## config.mk

```make
export PLATFORM = sky130hd
export DESIGN_NAME = paged_addr_gen
export DESIGN_NICKNAME = d
export VERILOG_FILES = /design/src/rtl/paged_addr_pkg.sv /design/src/rtl/addr_idx_ctr.sv /design/src/rtl/addr_page_reg.sv /design/src/rtl/addr_rom_mux.sv /design/src/rtl/paged_addr_gen.sv
export SDC_FILE = /design/constraint.sdc
export NUM_CORES = 1
export LEC_CHECK = 0
export BUFFER_PORTS_ARGS = -buffer_cell sky130_fd_sc_hd__buf_2
export CAP_MARGIN = 40
export CORE_MARGIN = 3
export CORE_UTILIZATION = 36
export CTS_BUF_LIST = sky130_fd_sc_hd__clkbuf_4 sky130_fd_sc_hd__clkbuf_8
export CTS_CLUSTER_DIAMETER = 150
export DETAILED_ROUTE_END_ITERATION = 16
export PLACE_DENSITY_LB_ADDON = 0.1
export SLEW_MARGIN = 25
export SYNTH_ARGS = -nofsm -noshare
export SYNTH_HDL_FRONTEND = slang
export SYNTH_SLANG_ARGS = --single-unit
```

## constraint.sdc

```tcl
create_clock -name clk_i -period 1.1 [get_ports clk_i]
set_input_delay 0.055 -clock clk_i [delete_from_list [all_inputs] [get_ports clk_i]]
set_output_delay 0.055 -clock clk_i [all_outputs]
set_load 0.005 [all_outputs]
```

## src/rtl/paged_addr_pkg.sv

```systemverilog
package paged_addr_pkg;
  typedef enum logic [1:0] {
    STEP_HOLD = 2'd0,
    STEP_ONE  = 2'd1,
    STEP_TWO  = 2'd2
  } idx_step_e;

  // the double step takes precedence over the single step
  function automatic idx_step_e pick_step(input logic inc1, input logic inc2);
    if (inc2) return STEP_TWO;
    if (inc1) return STEP_ONE;
    return STEP_HOLD;
  endfunction
endpackage

```

## src/rtl/addr_idx_ctr.sv

```systemverilog
module addr_idx_ctr
  import paged_addr_pkg::*;
#(
  parameter int IDX_W = 4
) (
  input  logic             clk_i,
  input  logic             rst_ni,
  input  logic             load_i,
  input  logic [IDX_W-1:0] load_val_i,
  input  idx_step_e        step_i,
  output logic [IDX_W-1:0] idx_o
);
  always_ff @(posedge clk_i or negedge rst_ni) begin
    if (!rst_ni) begin
      idx_o <= '0;
    end else if (load_i) begin
      idx_o <= load_val_i;
    end else begin
      unique case (step_i)
        STEP_ONE: idx_o <= idx_o + IDX_W'(1);
        STEP_TWO: idx_o <= idx_o + IDX_W'(2);
        default:  idx_o <= idx_o;
      endcase
    end
  end
endmodule

```

## src/rtl/addr_page_reg.sv

```systemverilog
module addr_page_reg #(
  parameter int PAGE_W = 8
) (
  input  logic              clk_i,
  input  logic              rst_ni,
  input  logic              load_i,
  input  logic [PAGE_W-1:0] load_val_i,
  output logic [PAGE_W-1:0] page_o
);
  always_ff @(posedge clk_i or negedge rst_ni) begin
    if (!rst_ni)     page_o <= '0;
    else if (load_i) page_o <= load_val_i;
  end
endmodule

```

## src/rtl/addr_rom_mux.sv

```systemverilog
module addr_rom_mux #(
  parameter int ADDR_W = 12,
  parameter int ROM_AW = 15
) (
  input  logic              pc_oe_i,
  input  logic [ROM_AW-1:0] pc_addr_i,
  input  logic [ADDR_W-1:0] ptr_addr_i,
  output logic [ROM_AW-1:0] rom_addr_o
);
  logic [ROM_AW-1:0] ptr_ext;

  generate
    if (ROM_AW > ADDR_W) begin : g_fill
      localparam int FILL_W = ROM_AW - ADDR_W;
      // undriven upper lines float high
      assign ptr_ext = {{FILL_W{1'b1}}, ptr_addr_i};
    end else begin : g_trunc
      assign ptr_ext = ptr_addr_i[ROM_AW-1:0];
    end
  endgenerate

  assign rom_addr_o = pc_oe_i ? pc_addr_i : ptr_ext;
endmodule

```

## src/rtl/paged_addr_gen.sv

```systemverilog
module paged_addr_gen
  import paged_addr_pkg::*;
#(
  parameter int IDX_W  = 4,
  parameter int PAGE_W = 8,
  parameter int BUS_W  = 8,
  parameter int ROM_AW = 15
) (
  input  logic                      clk_i,
  input  logic                      rst_ni,
  input  logic [BUS_W-1:0]          bus_i,
  input  logic                      idx_load_i,
  input  logic                      page_load_i,
  input  logic                      idx_inc_i,
  input  logic                      idx_inc2_i,
  input  logic                      pc_oe_i,
  input  logic [ROM_AW-1:0]         pc_addr_i,
  output logic [IDX_W+PAGE_W-1:0]   ram_addr_o,
  output logic [ROM_AW-1:0]         rom_addr_o
);
  localparam int ADDR_W = IDX_W + PAGE_W;

  logic [IDX_W-1:0]  idx_q;
  logic [PAGE_W-1:0] page_q;
  idx_step_e         step;

  assign step = pick_step(idx_inc_i, idx_inc2_i);

  addr_idx_ctr #(.IDX_W(IDX_W)) i_idx (
    .clk_i      (clk_i),
    .rst_ni     (rst_ni),
    .load_i     (idx_load_i),
    .load_val_i (bus_i[IDX_W-1:0]),
    .step_i     (step),
    .idx_o      (idx_q)
  );

  addr_page_reg #(.PAGE_W(PAGE_W)) i_page (
    .clk_i      (clk_i),
    .rst_ni     (rst_ni),
    .load_i     (page_load_i),
    .load_val_i (bus_i[PAGE_W-1:0]),
    .page_o     (page_q)
  );

  assign ram_addr_o = {page_q, idx_q};

  addr_rom_mux #(.ADDR_W(ADDR_W), .ROM_AW(ROM_AW)) i_rom_mux (
    .pc_oe_i    (pc_oe_i),
    .pc_addr_i  (pc_addr_i),
    .ptr_addr_i (ram_addr_o),
    .rom_addr_o (rom_addr_o)
  );
endmodule

```

==> metrics.txt <==
hold depth=2; drt pass-1 iters=4; TritonCTS clock tree=yes; Slew Limit Fails=0; DRT iter0 DRCs=5; worst-path cell chain=buf_6 > mux2_4 > buf_6; Final period util=111%; Final setup viols=7; ANT nets after route=0; Synth Cell Area=753 um^2; Setup Skew=0.572 ps; CP max stage cell=dfrtp_1; Synth Area per Inst=12.0 um^2; largest net degree at the start of global routing=17; final core occ=70.1%; area of placed instances=1060 um^2; Routed WL per cell=12.6 um; Mapped Cells=63; input/output buffers=56; Worst VDD drop=0.663 mV; Pwr Total=1.44 mW; Syn-to-layout area delta=71.1%; via count=727; PwrDens=1120 nW/um^2; Ports=57; DR DRC count=0; HP Class=input port to flop; Max Fclk=0.819 GHz; worst skew pair latency=260 ps; vias in the first global route=648; Pleak=0.668 nW; diode count=0; pre-CTS setup slack=-107 ps; sequential fraction of the synthesis area=39.9%; worst-margin pin slew=448 ps; Nets=164; Final min period=1220 ps; worst setup margin=-121 ps; failing checks=negative setup slack; cells on worst reg2reg path=4; Bufs on Longest Clock Path=2; count of final hold-check violations=0; root buffer cell=clkbuf_4; WP depth=3; H-Tree Depth=1; crit path kind=flop to output port; core footprint=1840 um^2; Critical Path Start Type=flop; setup_tns=-496 ps; CTS Sinks=12; GPL Wtd Cong=0.644; die area=2680 um^2; WL final=1960 um; #FFs+latches synth=12; max_slew headroom=70.1%; vias per cell=4.66; endpoint class of the critical path=output port; cell family with most CP delay=flip-flops; Die Span X=51.7 um; syn_nets=95; max_cap viols=0; clock buffer count from CTS=3; most used cell, CP=buf_6; unrepaired setup endpoints after global routing=yes; die height=51.7 um; standard-cell rows=15; fraction of layout cells with a size suffix above 1=73.3%; initial antenna violation count=0; status=finished, violations left; WP data required=1040 ps; overflow left after global routing=0; synth warn=0; worst stage delay on the critical path=400 ps; total track usage=13.7%; Critical path buffers and inverters=2; CP Data Arrival Time=1170 ps; Clock transition at path regs=80 ps; Initial Utilization=41.0%; Max FO, Critical Path=4; Netlist cell types=22; first-pass GRT wire length=2800 um; fin area=1290 um^2
-- cell families (layout without fill, tap and decap cells) --
family | count (synthesis) | count (layout) | synth area share, %
flip-flops | 12 | 12 | 39.9
adder cells (fa/ha/maj) | 2 | 2 | 3.32
multiplexers | 20 | 20 | 32.4
AO/OA/AOI/OAI | 8 | 8 | 7.81
buffers and inverters | 6 | 74 | 5.32
AND/OR/NAND/NOR | 13 | 13 | 8.97
XOR/XNOR | 2 | 2 | 2.33
-- synthesized netlist by cell type --
| library cell | number | share of area, % |
|---|---|---|
| xor2_1 | 1 | 1.2 |
| nor3b_1 | 1 | 1.0 |
| mux2_4 | 5 | 10 |
| o21ai_1 | 2 | 1.3 |
| mux2_2 | 15 | 22 |
| nor2_1 | 2 | 1.0 |
| buf_2 | 2 | 1.3 |
| a21oi_1 | 1 | 0.66 |
| nand2b_1 | 3 | 2.5 |
| xnor2_1 | 1 | 1.2 |
| ha_1 | 2 | 3.3 |
| o311ai_1 | 1 | 1.2 |
| inv_1 | 2 | 1.0 |
| a21o_1 | 1 | 1.0 |
| nand2_1 | 5 | 2.5 |
| a221oi_2 | 1 | 2.0 |
| nand4b_1 | 1 | 1.2 |
| a22oi_1 | 1 | 1.0 |
| o21ai_0 | 1 | 0.66 |
| nor2b_1 | 1 | 0.83 |
| buf_6 | 2 | 3.0 |
| dfrtp_1 | 12 | 40 |
-- worst reg2reg max path, cell delays in order, from the launching register on --
cell and delay [ps]:
dfrtp_1 400, ha_1 290, mux2_4 260, o21ai_2 100, nand2_1 60
-- metrics by stage --
step	std cells	hold WS (ps)
after floorplan	63	-241
after global placement	143	-52.6
after detailed placement	143	-48.4
after CTS	156	16.0
after global routing	156	14.2
final	156	17.9
-- routing by layer --
layer / vias to the layer above / wire length, um / global-route usage [%]
met5: - / 0 / 0
li1: 357 / - / -
met3: 2 / 175 / 2.87
met1: 334 / 862 / 17.1
met2: 34 / 917 / 24.2
met4: 0 / 6 / 2.62
-- what timing repair did --
action                                  in CTS  in global routing
hold endpoints to repair                    13                  0
pin swaps                                    1                  0
hold buffers                                 2                  0
buffers inserted                             7                  0
endpoints found under the setup margin      11                 16
resized for setup                            8                 16
-- sequential cells by signal (all words and copies together), names as in the netlist --
| signal | count |
|---|---|
| i_idx.idx_o | 4 |
| i_page.page_o | 8 |
-- cell usage in the layout, fill, tap and decap left out, drive strengths merged --
cell type,count
nand2,5
a21oi,1
nor2,2
nor3b,1
a22oi,1
nand2b,3
buf,66
xor2,1
o311ai,1
clkbuf,4
inv,2
nor2b,1
dlygate4sd3,2
xnor2,1
a221oi,1
mux2,20
a21o,1
o21ai,3
dfrtp,12
nand4b,1
ha,2
-- power breakdown --
group	internal, mW	switching [mW]
Sequential	0.491	0.0329
Combinational	0.364	0.210
Clock	0.201	0.146
Total	1.06	0.389
-- cell type report --
cell class	count	area, um^2
Clock buffer	4	36.3
Sequential cell	12	300
Fill cell	159	551
Inverter	2	7.51
Timing Repair Buffer	68	447
Tap cell	25	31.3
Multi-Input combinational cell	45	467
-- path summary, 6_finish.rpt --
| path | start | slack, ps | to |
|---|---|---|---|
| worst max-delay path | i_idx.idx_o[0] | -120 | rom_addr_o[0] |
| worst min-delay path | bus_i[7] | 20 | i_page.page_o[7] |
| worst max register to register | i_idx.idx_o[0] | -110 | i_idx.idx_o[1] |
| worst min register to register | i_page.page_o[7] | 540 | i_page.page_o[7] |
| max in group asynchronous | rst_ni | 690 | i_page.page_o[3] |
| min in group asynchronous | rst_ni | 190 | i_page.page_o[5] |
Power figures use the tool's default switching activity.
